[src/rtl/ssm_pkg.sv]
package ssm_pkg;
    localparam int WMAX = 9;

    typedef enum logic [1:0] {
        MD_IDLE = 2'd0,
        MD_TX   = 2'd1,
        MD_RX   = 2'd2
    } mode_e;

    typedef struct packed {
        mode_e             mode;
        logic              ck;
        logic              dt;
        logic              oe;
        logic [3:0]        bits;
        logic [WMAX-1:0]   shf;
        logic [WMAX-1:0]   hold;
        logic              hfull;
        logic              sngl;
        logic              cont;
        logic              ovr;
    } eng_t;
endpackage

[src/rtl/ssm_tick.sv]
module ssm_tick #(
    parameter int DIV_W = 8
) (
    input  logic             clk,
    input  logic             rst_n,
    input  logic             run_i,
    input  logic             clr_i,
    input  logic [DIV_W-1:0] div_i,
    output logic             tick_o
);
    logic [DIV_W-1:0] cnt_d, cnt_q;

    always_comb begin
        tick_o = run_i && (cnt_q >= div_i);
        if (!run_i || clr_i || tick_o) cnt_d = '0;
        else                           cnt_d = cnt_q + DIV_W'(1);
    end

    always_ff @(posedge clk or negedge rst_n) begin
        if (!rst_n) cnt_q <= '0;
        else        cnt_q <= cnt_d;
    end


    tick_spacing_chk: assert property (@(posedge clk) disable iff (!rst_n)
        (tick_o && div_i != '0 && $stable(div_i)) |=> !tick_o);
endmodule

[src/rtl/ssm_rxq.sv]
module ssm_rxq #(
    parameter int W     = 9,
    parameter int DEPTH = 2
) (
    input  logic         clk,
    input  logic         rst_n,
    input  logic         push_i,
    input  logic [W-1:0] push_data_i,
    input  logic         pop_i,
    output logic [W-1:0] head_o,
    output logic         avail_o,
    output logic         full_o
);
    localparam int CW = $clog2(DEPTH + 1);

    typedef struct packed {
        logic [DEPTH-1:0][W-1:0] mem;
        logic [CW-1:0]           cnt;
    } q_t;

    q_t st_d, st_q;

    always_comb begin
        st_d = st_q;
        if (pop_i && st_q.cnt != '0) begin
            for (int i = 0; i < DEPTH - 1; i++) st_d.mem[i] = st_q.mem[i+1];
            st_d.cnt = st_q.cnt - CW'(1);
        end
        if (push_i) begin
            for (int i = 0; i < DEPTH; i++)
                if (CW'(i) == st_d.cnt) st_d.mem[i] = push_data_i;
            st_d.cnt = st_d.cnt + CW'(1);
        end
    end

    always_ff @(posedge clk or negedge rst_n) begin
        if (!rst_n) st_q <= '0;
        else        st_q <= st_d;
    end

    assign head_o  = st_q.mem[0];
    assign avail_o = st_q.cnt != '0;
    assign full_o  = st_q.cnt == CW'(DEPTH);


    rxq_no_overfill_chk: assert property (@(posedge clk) disable iff (!rst_n)
        push_i |-> !full_o);

    rxq_count_chk: assert property (@(posedge clk) disable iff (!rst_n)
        st_q.cnt <= CW'(DEPTH));
endmodule

[src/rtl/sync_serial_master.sv]
module sync_serial_master
    import ssm_pkg::*;
#(
    parameter int DIV_W      = 8,
    parameter int FIFO_DEPTH = 2
) (
    input  logic            clk,
    input  logic            rst_n,
    input  logic [DIV_W-1:0] div_i,
    input  logic            nine_bit_i,
    input  logic            tx_wr_i,
    input  logic [WMAX-1:0] tx_data_i,
    output logic            tx_hold_empty_o,
    output logic            tx_idle_o,
    input  logic            sngl_set_i,
    output logic            sngl_en_o,
    input  logic            cont_en_i,
    input  logic            rx_rd_i,
    output logic [WMAX-1:0] rx_data_o,
    output logic            rx_avail_o,
    output logic            rx_ovr_o,
    output logic            ck_o,
    output logic            dt_o,
    output logic            dt_oe_o,
    input  logic            dt_i
);
    eng_t            st_d, st_q;
    logic            tick, restart, push, q_full, rx_req;
    logic [3:0]      nbits;
    logic [WMAX-1:0] push_data;

    ssm_tick #(.DIV_W(DIV_W)) u_tick (
        .clk(clk), .rst_n(rst_n), .run_i(st_q.mode != MD_IDLE),
        .clr_i(restart), .div_i(div_i), .tick_o(tick)
    );

    ssm_rxq #(.W(WMAX), .DEPTH(FIFO_DEPTH)) u_rxq (
        .clk(clk), .rst_n(rst_n), .push_i(push), .push_data_i(push_data),
        .pop_i(rx_rd_i), .head_o(rx_data_o), .avail_o(rx_avail_o), .full_o(q_full)
    );

    always_comb begin
        st_d      = st_q;
        restart   = 1'b0;
        push      = 1'b0;
        nbits     = nine_bit_i ? 4'd9 : 4'd8;
        rx_req    = cont_en_i | st_q.sngl;
        push_data = nine_bit_i ? st_q.shf : {1'b0, st_q.shf[WMAX-1:1]};

        st_d.cont = cont_en_i;
        if (st_q.cont && !cont_en_i) st_d.ovr = 1'b0;
        if (sngl_set_i) st_d.sngl = 1'b1;
        if (tx_wr_i && !st_q.hfull) begin
            st_d.hold  = tx_data_i;
            st_d.hfull = 1'b1;
        end

        unique case (st_q.mode)
            MD_IDLE: begin
                if (rx_req) begin
                    st_d.mode = MD_RX;
                    st_d.bits = '0;
                end else if (st_q.hfull) begin
                    st_d.mode  = MD_TX;
                    st_d.shf   = st_q.hold;
                    st_d.hfull = 1'b0;
                    st_d.bits  = '0;
                end
            end
            MD_TX: begin
                if (rx_req) begin
                    st_d.mode = MD_RX;
                    st_d.bits = '0;
                    st_d.ck   = 1'b0;
                    st_d.oe   = 1'b0;
                    restart   = 1'b1;
                end else if (tick) begin
                    if (st_q.ck) begin
                        st_d.ck   = 1'b0;
                        st_d.bits = st_q.bits + 4'd1;
                    end else if (st_q.bits < nbits) begin
                        st_d.ck  = 1'b1;
                        st_d.oe  = 1'b1;
                        st_d.dt  = st_q.shf[0];
                        st_d.shf = st_q.shf >> 1;
                    end else if (st_q.hfull) begin
                        st_d.ck    = 1'b1;
                        st_d.oe    = 1'b1;
                        st_d.dt    = st_q.hold[0];
                        st_d.shf   = st_q.hold >> 1;
                        st_d.hfull = 1'b0;
                        st_d.bits  = '0;
                    end else begin
                        st_d.mode = MD_IDLE;
                        st_d.oe   = 1'b0;
                    end
                end
            end
            MD_RX: begin
                if (!rx_req) begin
                    st_d.mode = MD_IDLE;
                    st_d.ck   = 1'b0;
                end else if (tick) begin
                    if (st_q.ck) begin
                        st_d.ck   = 1'b0;
                        st_d.shf  = {dt_i, st_q.shf[WMAX-1:1]};
                        st_d.bits = st_q.bits + 4'd1;
                    end else if (st_q.bits < nbits) begin
                        st_d.ck = 1'b1;
                    end else begin
                        if (q_full) st_d.ovr = 1'b1;
                        else if (!st_q.ovr) push = 1'b1;
                        st_d.sngl = 1'b0;
                        st_d.bits = '0;
                        if (cont_en_i) st_d.ck = 1'b1;
                        else           st_d.mode = MD_IDLE;
                    end
                end
            end
            default: st_d.mode = MD_IDLE;
        endcase
    end

    always_ff @(posedge clk or negedge rst_n) begin
        if (!rst_n) st_q <= '0;
        else        st_q <= st_d;
    end

    assign tx_hold_empty_o = !st_q.hfull;
    assign tx_idle_o       = st_q.mode != MD_TX;
    assign sngl_en_o       = st_q.sngl;
    assign rx_ovr_o        = st_q.ovr;
    assign ck_o            = st_q.ck;
    assign dt_o            = st_q.dt;
    assign dt_oe_o         = st_q.oe;


    ck_idle_low_chk: assert property (@(posedge clk) disable iff (!rst_n)
        (st_q.mode == MD_IDLE) |-> !st_q.ck);

    oe_only_tx_chk: assert property (@(posedge clk) disable iff (!rst_n)
        st_q.oe |-> (st_q.mode == MD_TX));

    dt_stable_fall_chk: assert property (@(posedge clk) disable iff (!rst_n)
        ($fell(st_q.ck) && st_q.oe) |-> $stable(st_q.dt));

    ovr_clear_chk: assert property (@(posedge clk) disable iff (!rst_n)
        $fell(st_q.ovr) |-> $fell(st_q.cont));

    sngl_clear_chk: assert property (@(posedge clk) disable iff (!rst_n)
        $fell(st_q.sngl) |-> ($past(st_q.mode) == MD_RX));

    rx_preempt_chk: assert property (@(posedge clk) disable iff (!rst_n)
        (st_q.mode == MD_TX && (cont_en_i || st_q.sngl)) |=> (st_q.mode == MD_RX));
endmodule

[config.mk]
export PLATFORM = sky130hd
export DESIGN_NAME = sync_serial_master
export DESIGN_NICKNAME = d
export VERILOG_FILES = /design/src/rtl/ssm_pkg.sv /design/src/rtl/ssm_tick.sv /design/src/rtl/ssm_rxq.sv /design/src/rtl/sync_serial_master.sv
export SDC_FILE = /design/constraint.sdc
export NUM_CORES = 1
export LEC_CHECK = 0
export ABC_AREA = 1
export ABC_CLOCK_PERIOD_IN_PS = 2700
export CORE_UTILIZATION = 30
export DETAILED_ROUTE_END_ITERATION = 8
export PLACE_DENSITY = 0.58
export RECOVER_POWER = 25
export SLEW_MARGIN = 10
export SYNTH_ARGS = -nofsm -noshare
export SYNTH_HDL_FRONTEND = slang
export SYNTH_SLANG_ARGS = --single-unit
[constraint.sdc]
create_clock -name clk -period 2.7 [get_ports clk]
set_input_delay 0.27 -clock clk [delete_from_list [all_inputs] [get_ports clk]]
set_output_delay 0.27 -clock clk [all_outputs]
set_load 0.02 [all_outputs]
==> key figures, run 1 <==
Placed design
  – Port Buffers: 41
  – Detailed placer's ending HPWL: 5.91 mm
  – GPL Wtd Cong: 0.820
  – Dpl cells: 647
  – Post-Place Worst Slack: 195 ps

Yosys
  – Top cells by area, synth: dfrtp_1 (40%), nand2_1 (13%), inv_1 (7.6%)
  – Primary FF master, synth: dfrtp_1
  – Cells after Synth: between 400 and 500
  – Top-area cell type share of the netlist area: 40.4%
  – Yosys warns: 0
  – Dominant cell type by area after synthesis: dfrtp_1
  – Synthesized flop and latch total: 59
  – Netlist Area Pre-Place: roughly 0.0037 sq mm
  – Most frequent cell after synthesis: nand2_1
  – Syn avg cell area: 7.57 sq um
  – Async set-reset flop share out of synthesis: 100%
  – Post-synth EDFFs: 0
  – Sequential area share after synthesis: 40.4%
  – Synth top cells by count: nand2_1 (124), inv_1 (74), dfrtp_1 (59)
  – Yosys cell types: 35
  – Mapped Nets: 525

CTS
  – Post-CTS Setup Bufs: 0
  – TritonCTS buffer count: 9
  – Post-CTS Hold Buffers: 0
  – Resized cells post-CTS: 0
  – Clk Latency, worst-skew pair: 320 ps
  – Clk pin slew, worst setup/hold paths: 50 ps
  – CTS H-tree lvls: 3
  – CTS sink cnt: 59
  – Clk buf depth: 2
  – Clock Tree Root: clkbuf_16
  – TritonCTS clock tree: done

Worst setup path
  – Most frequent CP cell: inv_1
  – Worst path max stage delay: 580 ps
  – CP Cell Sequence: inv_1 > ha_1 > inv_1 > clkdlybuf4s50_1
  – Startpoint Class: register
  – Slowest cell on crit path: clkdlybuf4s50_1
  – Worst EP arrival: 1950 ps
  – CP endpoint kind: output port
  – Critical path peak fanout: 8
  – CP Data Required Time: roughly 2400 ps
  – Setup CP Type: reg -> out

Cells and area
  – Number of diodes: 0
  – FF+latch area: 0.00148 sq mm
  – FILL cells: 1230
  – Finished Layout Cells: 661
  – Area Growth Syn to Fin: 20.1%
  – Area of the multi-input gates: 0.00171 sq mm
  – Fraction of layout cells with a size suffix above 1: approximately 6.4%
  – Nets@finish: 558

STA
  – RSZ-0062 raised after global routing: no
  – Final setup viols: 0
  – Fmax: 0.451 GHz
  – Slew @ Worst Pin: 2150 ps
  – Max Slew Vio Count: 41
  – Slew Limit Headroom: -43.3%
  – Hold WS: 472 ps
  – Final min period: between 2000 and 2500 ps
  – Tcrit/Tclk final: between 80% and 90%
  – Final clock skew: roughly 4.3 ps
  – Setup TNS: 0 ps
  – Final Hold Viols: 0
  – Final worst setup slack: roughly 480 ps

Global route
  – Vias in the first global route: 2891
  – First-pass GRT wire length: about 14 mm
  – Number of antenna violations at the first check in global routing: 0
  – GRT overflow: 0
  – Tot GR Track Use: a little over an eighth
  – Largest net degree at the start of global routing: a little over 40

Floorplanning
  – Initial Utilization: 31.4%
  – Rows: 39
  – Chip height: 112 microns
  – Overall die width: 112 microns
  – Die area: 0.0126 sq mm
  – # IOs: 42
  – Core area: 0.0116 sq mm

Pwr
  – P_leak: 2.23 nW
  – VDD IR-drop max: 384 uV
  – Pwr dens: between 700 and 800 mW/mm^2

Status
  – Status: finished, violations left
  – Failing checks: DRC, capacitance limit, slew limit

Drt
  – Initial DRC Count: 189
  – DR vias: 3084
  – TritonRoute pass-1 iters: 7
  – WL/cell: 11.9 microns
  – Post-route ant nets: 0
  – Vias/cell: 4.67
  – DRC: 4
  – Final wirelength: roughly 7.9 mm

Run
  – Max Cap Viol: 1

Hold path
  – Worst min path class: reg -> reg
[stage by stage]
step	util [%]	instance area, sq um	power, W
CTS	37.8	4390	0.00351
global route	37.8	4390	0.00375
global placement	35.3	4100	0.00236
floorplan	-	3650	0.00208
detailed placement	35.3	4100	0.00240
finish	37.8	4390	0.00348
[cells in the final DEF, fill, tap and decap left out, types with 2 or more instances in the layout]
cell type          n
nand2_1          124
inv_1             74
dfrtp_1           59
o21ai_0           45
clkdlybuf4s50_1   39
nor2_1            34
nand3_1           28
a21oi_1           26
ha_1              18
o22ai_1            9
clkbuf_16          9
nand4_1            8
nor3_1             5
buf_4              5
xor2_1             4
nor2_8             3
nand2_4            2
inv_2              2
o21ai_2            2
and3_1             2
nor3b_1            2
clkinv_2           2
clkbuf_1           2
[critical path: cells and delay by family, from the launching register on]
family     cells  cell delay [ps]
buf+inv        3              870
flops          1              400
fa+ha+maj      1              360
[power breakdown]
group / switching, W / total, W / leakage [nW] / internal [W]
Sequential: 0.000130 / 0.00119 / 0.720 / 0.00106
Combinational: 0.000765 / 0.00120 / 1.37 / 0.000436
Clock: 0.000370 / 0.00109 / 0.141 / 0.000724
[worst paths after layout]
check | start | to | slack, ps | depth (start not counted)
setup / recovery | st_q[30] | tx_idle_o | 480 | 4
hold / removal | dt_o | dt_o | 470 | 2
setup reg to reg | u_tick.cnt_q[2] | st_q[20] | 520 | 13
hold reg to reg | dt_o | dt_o | 470 | 2
max in group asynchronous | rst_n | u_rxq.st_q[0] | 890 | 2
min in group asynchronous | rst_n | dt_o | 580 | 1
[layout make-up]
type	count	area share (%)
multi-input cells	322	39.0
clock inverters	3	0.913
clock buffers	11	5.53
well taps	143	4.08
repair buffers	46	10.1
flip-flops and latches	59	33.7
inverters	77	6.70
[sequential cells by signal, indices dropped and copies added, names as in the netlist]
register and cells:
dt_oe_o 1, u_rxq.st_q 11, u_rxq.head_o 9, u_tick.cnt_q 8
rx_ovr_o 1, dt_o 1, st_q 26, sngl_en_o 1
ck_o 1
[metal layers]
layer | global-route usage, % | part of all wire (%)
met5 | 0 | 0
met4 | 5.33 | 1.3
met3 | 2.27 | 4.1
met2 | 20.8 | 45
met1 | 18.9 | 50
[logic make-up after synthesis]
family / count (synthesis) / share of synthesized area [%]
simple gates: 213 / 26.6
compound gates: 86 / 12.9
fa+ha+maj: 18 / 6.17
flops: 59 / 40.4
xor+xnor: 5 / 1.20
buf+inv: 101 / 12.7
Power figures use the tool's default switching activity.
==> inputs of run 2 (changes only) <==
--- a/config.mk
+++ b/config.mk
@@ -6,7 +6,7 @@
 export NUM_CORES = 1
 export LEC_CHECK = 0
 export ABC_AREA = 1
-export ABC_CLOCK_PERIOD_IN_PS = 2700
+export ABC_CLOCK_PERIOD_IN_PS = 2300
 export CORE_UTILIZATION = 30
 export DETAILED_ROUTE_END_ITERATION = 8
 export PLACE_DENSITY = 0.58
==> constraint.sdc (replaced) <==
create_clock -name clk -period 2.3 [get_ports clk]
set_input_delay 0.23 -clock clk [delete_from_list [all_inputs] [get_ports clk]]
set_output_delay 0.23 -clock clk [all_outputs]
set_load 0.02 [all_outputs]
==> key figures, run 2 (synthesized netlist as in run 1, its figures left out) <==
Worst setup path
  – CP Data Required Time: 2070 ps (-360 ps)
  – Most frequent CP cell: inv_1
  – Slowest cell on crit path: clkdlybuf4s50_1
  – Crit path buf inv count: 3 (unchanged)
  – Critical path peak fanout: 7 (-1)
  – Setup CP Type: reg -> out
  – CP delay by family, top: buffers and inverters
  – CP endpoint kind: output port
  – Worst EP arrival: 1810 ps (-140 ps)
  – Startpoint Class: register
  – Worst path max stage delay: 650 ps (+70 ps)
  – CP Cell Sequence: inv_1 > ha_1 > inv_1 > clkdlybuf4s50_1

Floorplanning
  – Overall die width: 112 microns (unchanged)
  – # IOs: 42 (unchanged)
  – Die area: 0.0126 sq mm (unchanged)
  – Rows: 39 (unchanged)
  – Chip height: 112 microns (unchanged)
  – Initial Utilization: 31.4% (unchanged)
  – Core area: 0.0116 sq mm (unchanged)

CTS
  – Clk buf depth: 2 (unchanged)
  – Clk pin slew, worst setup/hold paths: 60 ps (about the same)
  – Clock Tree Root: clkbuf_16
  – CTS H-tree lvls: 3 (unchanged)
  – TritonCTS clock tree: done
  – CTS sink cnt: 59 (unchanged)
  – Post-CTS Hold Buffers: 1 (+1)
  – Resized cells post-CTS: 0 (unchanged)
  – Clk Latency, worst-skew pair: 320 ps (about the same)
  – Post-CTS Setup Bufs: 0 (unchanged)
  – TritonCTS buffer count: 9 (unchanged)

STA
  – Final clock skew: 8.41 ps (+4.13 ps)
  – Final Hold Viols: 0 (unchanged)
  – Slew @ Worst Pin: 1460 ps (-685 ps)
  – Slew Limit Headroom: 2.34% (+46 points)
  – Final min period: approximately 2000 ps
  – Final worst setup slack: 263 ps (-219 ps)
  – Tcrit/Tclk final: between 80% and 90%
  – RSZ-0062 raised after global routing: no
  – Fmax: just under 0.5 GHz
  – Final setup viols: 0 (unchanged)
  – Max Slew Vio Count: 0 (-100%)

Global route
  – Vias in the first global route: 2961 (+2.4%)
  – Tot GR Track Use: 13.7% (+0.15 points)
  – First-pass GRT wire length: 14.0 mm (+1.6%)
  – Largest net degree at the start of global routing: 60 (+46%)
  – GRT overflow: 0 (unchanged)
  – Number of antenna violations at the first check in global routing: 0 (unchanged)

Cells and area
  – Number of diodes: 0 (unchanged)
  – Finished layout cell area: 0.00453 sq mm (+3.2%)
  – Flip-flop count of the largest register after layout: 26 (unchanged)
  – FILL cells: 1229 (-0.081%)
  – Area Growth Syn to Fin: 24.0%
  – Commonest non-fill, non-tap cell in the layout: nand2_1
  – Top reg by flops: st_q
  – Commonest cells after routing, fill and taps aside: nand2_1 (124), inv_1 (74), dfrtp_1 (59)
  – Nets@finish: 571 (+2.3%)
  – Fraction of layout cells with a size suffix above 1: 9.19% (+2.8 points)

Status
  – Failing checks: DRC
  – Status: finished, violations left

Placed design
  – Post-Place Worst Slack: -28.2 ps (-223 ps)
  – Detailed placer's ending HPWL: 5.71 mm (-3.4%)
  – GPL Wtd Cong: 0.827 (+0.85%)
  – Post-DP Area: 0.00421 sq mm (+2.5%)
  – Port Buffers: 41 (unchanged)

Drt
  – Final wirelength: 7.96 mm (+1.1%)
  – DR vias: 3140 (+1.8%)
  – TritonRoute pass-1 iters: 7 (unchanged)
  – DRC: 4 (unchanged)
  – Initial DRC Count: 248 (+31%)
  – Post-route ant nets: 0 (unchanged)
  – Vias/cell: 4.64 (-0.44%)
  – WL/cell: 11.8 microns (-1.1%)

Pwr
  – P_leak: 2.32 nW (+3.6%)
  – Pwr dens: 956 mW/mm^2 (+20%)
  – VDD IR-drop max: 398 uV (+3.6%)

Run
  – Max Cap Viol: 0 (-1)

Hold path
  – Worst min path class: reg -> reg
-- run 2: cell types whose count changed in the layout (fill, tap and decap cells not counted) --
cell           change
buf_2              +1
buf_4             +11
bufinv_16          +1
clkbuf_1           -2
clkbuf_2           +1
clkbuf_8           -1
clkinv_2           -1
clkinv_4           +3
dlygate4sd3_1      +1
inv_6              +1
-- run 2: power by group --
| group | internal [W] | leakage (nW) | switching [W] |
|---|---|---|---|
| clock | 0.000955 | 0.160 | 0.000512 |
| sequential | 0.00124 | 0.720 | 0.000150 |
| combinational | 0.000558 | 1.44 | 0.000914 |
| total | 0.00275 | 2.32 | 0.00158 |
-- run 2: final timing paths --
path	from	depth (start not counted)	slack, ps	to
max in group asynchronous	rst_n	3	540	u_rxq.st_q[18]
hold reg to reg	dt_o	2	470	dt_o
min in group asynchronous	rst_n	3	880	st_q[29]
setup reg to reg	u_tick.cnt_q[0]	13	270	st_q[16]
hold / removal	dt_o	2	470	dt_o
setup / recovery	st_q[30]	4	260	tx_idle_o
-- run 2: routing by layer --
metal | part of all wire, % | wire [microns] | up-vias | global-route usage [%]
li1 | - | - | 1622 | -
met3 | 5.9 | 466 | 7 | 2.86
met2 | 43 | 3390 | 91 | 20.8
met1 | 51 | 4030 | 1420 | 19.3
met4 | 0.95 | 76 | 0 | 4.53
met5 | 0 | 0 | - | 0
-- run 2: worst min-delay path: cells and delay by family (launching register included) --
kind	cells	cell delay (ps)
flops	1	340
simple gates	2	100
-- run 2: cell type report --
cell class / count / area, sq um / area share (%)
repair buffers: 59 / 541 / 11.9
inverters: 77 / 294 / 6.50
clock inverters: 7 / 100 / 2.21
clock buffers: 9 / 225 / 4.98
multi-input cells: 322 / 1710 / 37.8
flip-flops and latches: 59 / 1480 / 32.6
well taps: 143 / 179 / 3.95
-- run 2: through the flow --
stage / utilization, % / cells / setup TNS (ps) / power (W) / hold slack [ps]
after detailed placement: 36.2 / 659 / -148 / 0.00287 / 266
after global placement: 36.2 / 659 / 0 / 0.00284 / 265
after CTS: 39.1 / 676 / 0 / 0.00435 / 452
final: 39.0 / 676 / 0 / 0.00433 / 469
after floorplan: - / 482 / 0 / 0.00244 / -65.6
after global routing: 39.0 / 676 / 0 / 0.00463 / 484
==> inputs of run 3 (changes only) <==
--- a/config.mk
+++ b/config.mk
@@ -7,6 +7,7 @@
 export LEC_CHECK = 0
 export ABC_AREA = 1
 export ABC_CLOCK_PERIOD_IN_PS = 2300
+export CORE_MARGIN = 10
 export CORE_UTILIZATION = 30
 export DETAILED_ROUTE_END_ITERATION = 8
 export PLACE_DENSITY = 0.58
==> key figures, run 3 (synthesized netlist as in run 1, its figures left out) <==
CTS
  – Clk pin slew, worst setup/hold paths: 50 ps (about the same)
  – TritonCTS clock tree: done
  – Post-CTS Setup Bufs: 0 (unchanged)
  – TritonCTS buffer count: 9 (unchanged)
  – Clock Tree Root: clkbuf_16
  – CTS sink cnt: 59 (unchanged)
  – CTS H-tree lvls: 3 (unchanged)
  – Clk buf depth: 2 (unchanged)
  – Clk Latency, worst-skew pair: 330 ps (about the same)

Drt
  – Final wirelength: 8.31 mm (+4.4%)
  – DR vias: 3158 (+0.57%)
  – Initial DRC Count: 280 (+13%)
  – DRC: 0 (-4)
  – TritonRoute pass-1 iters: 5 (-2)
  – Vias/cell: 4.64 (-0.17%)
  – WL/cell: 12.2 microns (+3.7%)
  – Post-route ant nets: 0 (unchanged)

Status
  – Status: finished clean

STA
  – Final worst setup slack: 235 ps (-28.2 ps)
  – Tcrit/Tclk final: 89.8% (+1.2 points)
  – Final min period: 2060 ps (+28.2 ps)
  – Slew Limit Headroom: 3.33% (+1.0 points)
  – Hold WS: 475 ps (+5.93 ps)
  – RSZ-0062 raised after global routing: no
  – Final clock skew: 4.71 ps (-3.70 ps)
  – Max Slew Vio Count: 0 (unchanged)
  – Final setup viols: 0 (unchanged)
  – Final Hold Viols: 0 (unchanged)
  – Fmax: 0.484 GHz (-1.4%)
  – Slew @ Worst Pin: 1450 ps (-15.0 ps)

Pwr
  – Pint: 0.00269 W (-2.4%)
  – Clock share of power: 31.8% (-2.1 points)
  – VDD IR-drop max: 329 uV (-17%)
  – Pwr dens: 935 mW/mm^2 (-2.2%)
  – Sw Share: 36.4% (+0.056 points)
  – Sw power: 0.00154 W (-2.2%)
  – Sequential share of power: 33.0% (+0.9 points)
  – P_leak: 2.31 nW (-0.29%)
  – Comb pwr share: 35.2% (+1.2 points)

Cells and area
  – Number of diodes: 0 (unchanged)
  – Nets@finish: 572 (+0.18%)
  – Top reg by flops: st_q
  – Flip-flop count of the largest register after layout: 26 (unchanged)
  – Commonest non-fill, non-tap cell in the layout: nand2_1
  – Fraction of layout cells with a size suffix above 1: 9.55% (+0.36 points)
  – FILL cells: 1230 (+0.081%)
  – Commonest cells after routing, fill and taps aside: nand2_1 (123), inv_1 (74), dfrtp_1 (59)
  – Finished layout cell area: 0.00452 sq mm (-0.14%)
  – Area Growth Syn to Fin: 23.8%

Floorplanning
  – Initial Utilization: 30.5% (-0.91 points)
  – Rows: 40 (+2.6%)
  – Overall die width: 130 microns (+16%)
  – Chip height: 130 microns (+16%)
  – # IOs: 42 (unchanged)
  – Die area: 0.0170 sq mm (+35%)
  – Core area: 0.0120 sq mm (+3.0%)

Worst setup path
  – Worst EP arrival: 1830 ps (+20 ps)
  – CP endpoint kind: output port
  – Critical path peak fanout: 7 (unchanged)
  – Setup CP Type: reg -> out
  – CP Data Required Time: 2070 ps (about the same)
  – Startpoint Class: register

Global route
  – GRT overflow: 0 (unchanged)
  – First-pass GRT wire length: 14.5 mm (+3.9%)
  – Vias in the first global route: 3046 (+2.9%)
  – Number of antenna violations at the first check in global routing: 0 (unchanged)
  – Largest net degree at the start of global routing: 60 (unchanged)
  – Tot GR Track Use: 10.6% (-3.1 points)

Placed design
  – Port Buffers: 41 (unchanged)
  – Detailed placer's ending HPWL: 6.23 mm (+9.2%)
  – GPL Wtd Cong: 0.841 (+1.6%)
  – Post-Place Worst Slack: -48.7 ps (-20.5 ps)
  – Post-DP Area: 0.00422 sq mm (+0.30%)

Run
  – Max Cap Viol: 0 (unchanged)

Hold path
  – Worst min path class: reg -> reg
## run 3: cell type report
cell class              count  area, sq um  area share [%]
clock buffers              10          239            5.29
clock inverters             6         65.1            1.44
inverters                  77          294            6.50
multi-input cells         322         1710            37.9
flip-flops and latches     59         1480            32.7
well taps                 147          184            4.07
repair buffers             60          548            12.1
## run 3: path summary, 6_finish.rpt
path,endpoint,slack (ps),start,depth (start not counted)
min in group asynchronous,st_q[30],870,rst_n,3
hold reg to reg,dt_o,470,dt_o,2
setup / recovery,tx_idle_o,240,st_q[30],4
setup reg to reg,st_q[24],320,u_tick.cnt_q[3],14
max in group asynchronous,u_rxq.head_o[1],560,rst_n,3
hold / removal,dt_o,470,dt_o,2
## run 3: layer usage
metal  GRT usage [%]  part of all wire [%]  up-vias
li1                -                     -     1624
met1            13.6                    47     1429
met2            16.1                    44       90
met3            2.43                   6.1       15
met4            5.82                   2.3        0
met5               0                     0        -
## run 3: repair_timing
| action | 4_1_cts | 5_1_grt |
|---|---|---|
| hold buffers | 1 | 0 |
| endpoints found under the hold margin | 59 | 0 |
| gates resized for setup | 0 | 1 |
| endpoints found under the setup margin | 0 | 3 |
## run 3: stage by stage
stage | instances | setup TNS (ps) | total power [W] | utilization, %
2_1_floorplan | 482 | 0 | 0.00244 | -
3_3_place_gp | 664 | 0 | 0.00285 | 35.3
3_5_place_dp | 664 | -428 | 0.00289 | 35.3
4_1_cts | 681 | 0 | 0.00427 | 37.9
5_1_grt | 681 | 0 | 0.00458 | 37.8
6_report | 681 | 0 | 0.00423 | 37.8
## run 3: worst max-delay path, stage by stage (launching register included)
cell and delay [ps]:
dfrtp_1 390, inv_1 80, ha_1 190, inv_1 200
clkdlybuf4s50_1 660
## run 3: power by group through the flow
stage | clock, W | sequential, W | combinational [W]
2_1_floorplan | 0 | 0.00138 | 0.00106
3_3_place_gp | 0 | 0.00141 | 0.00144
3_5_place_dp | 0 | 0.00141 | 0.00148
4_1_cts | 0.00138 | 0.00139 | 0.00149
5_1_grt | 0.00142 | 0.00143 | 0.00173
6_report | 0.00134 | 0.00139 | 0.00149
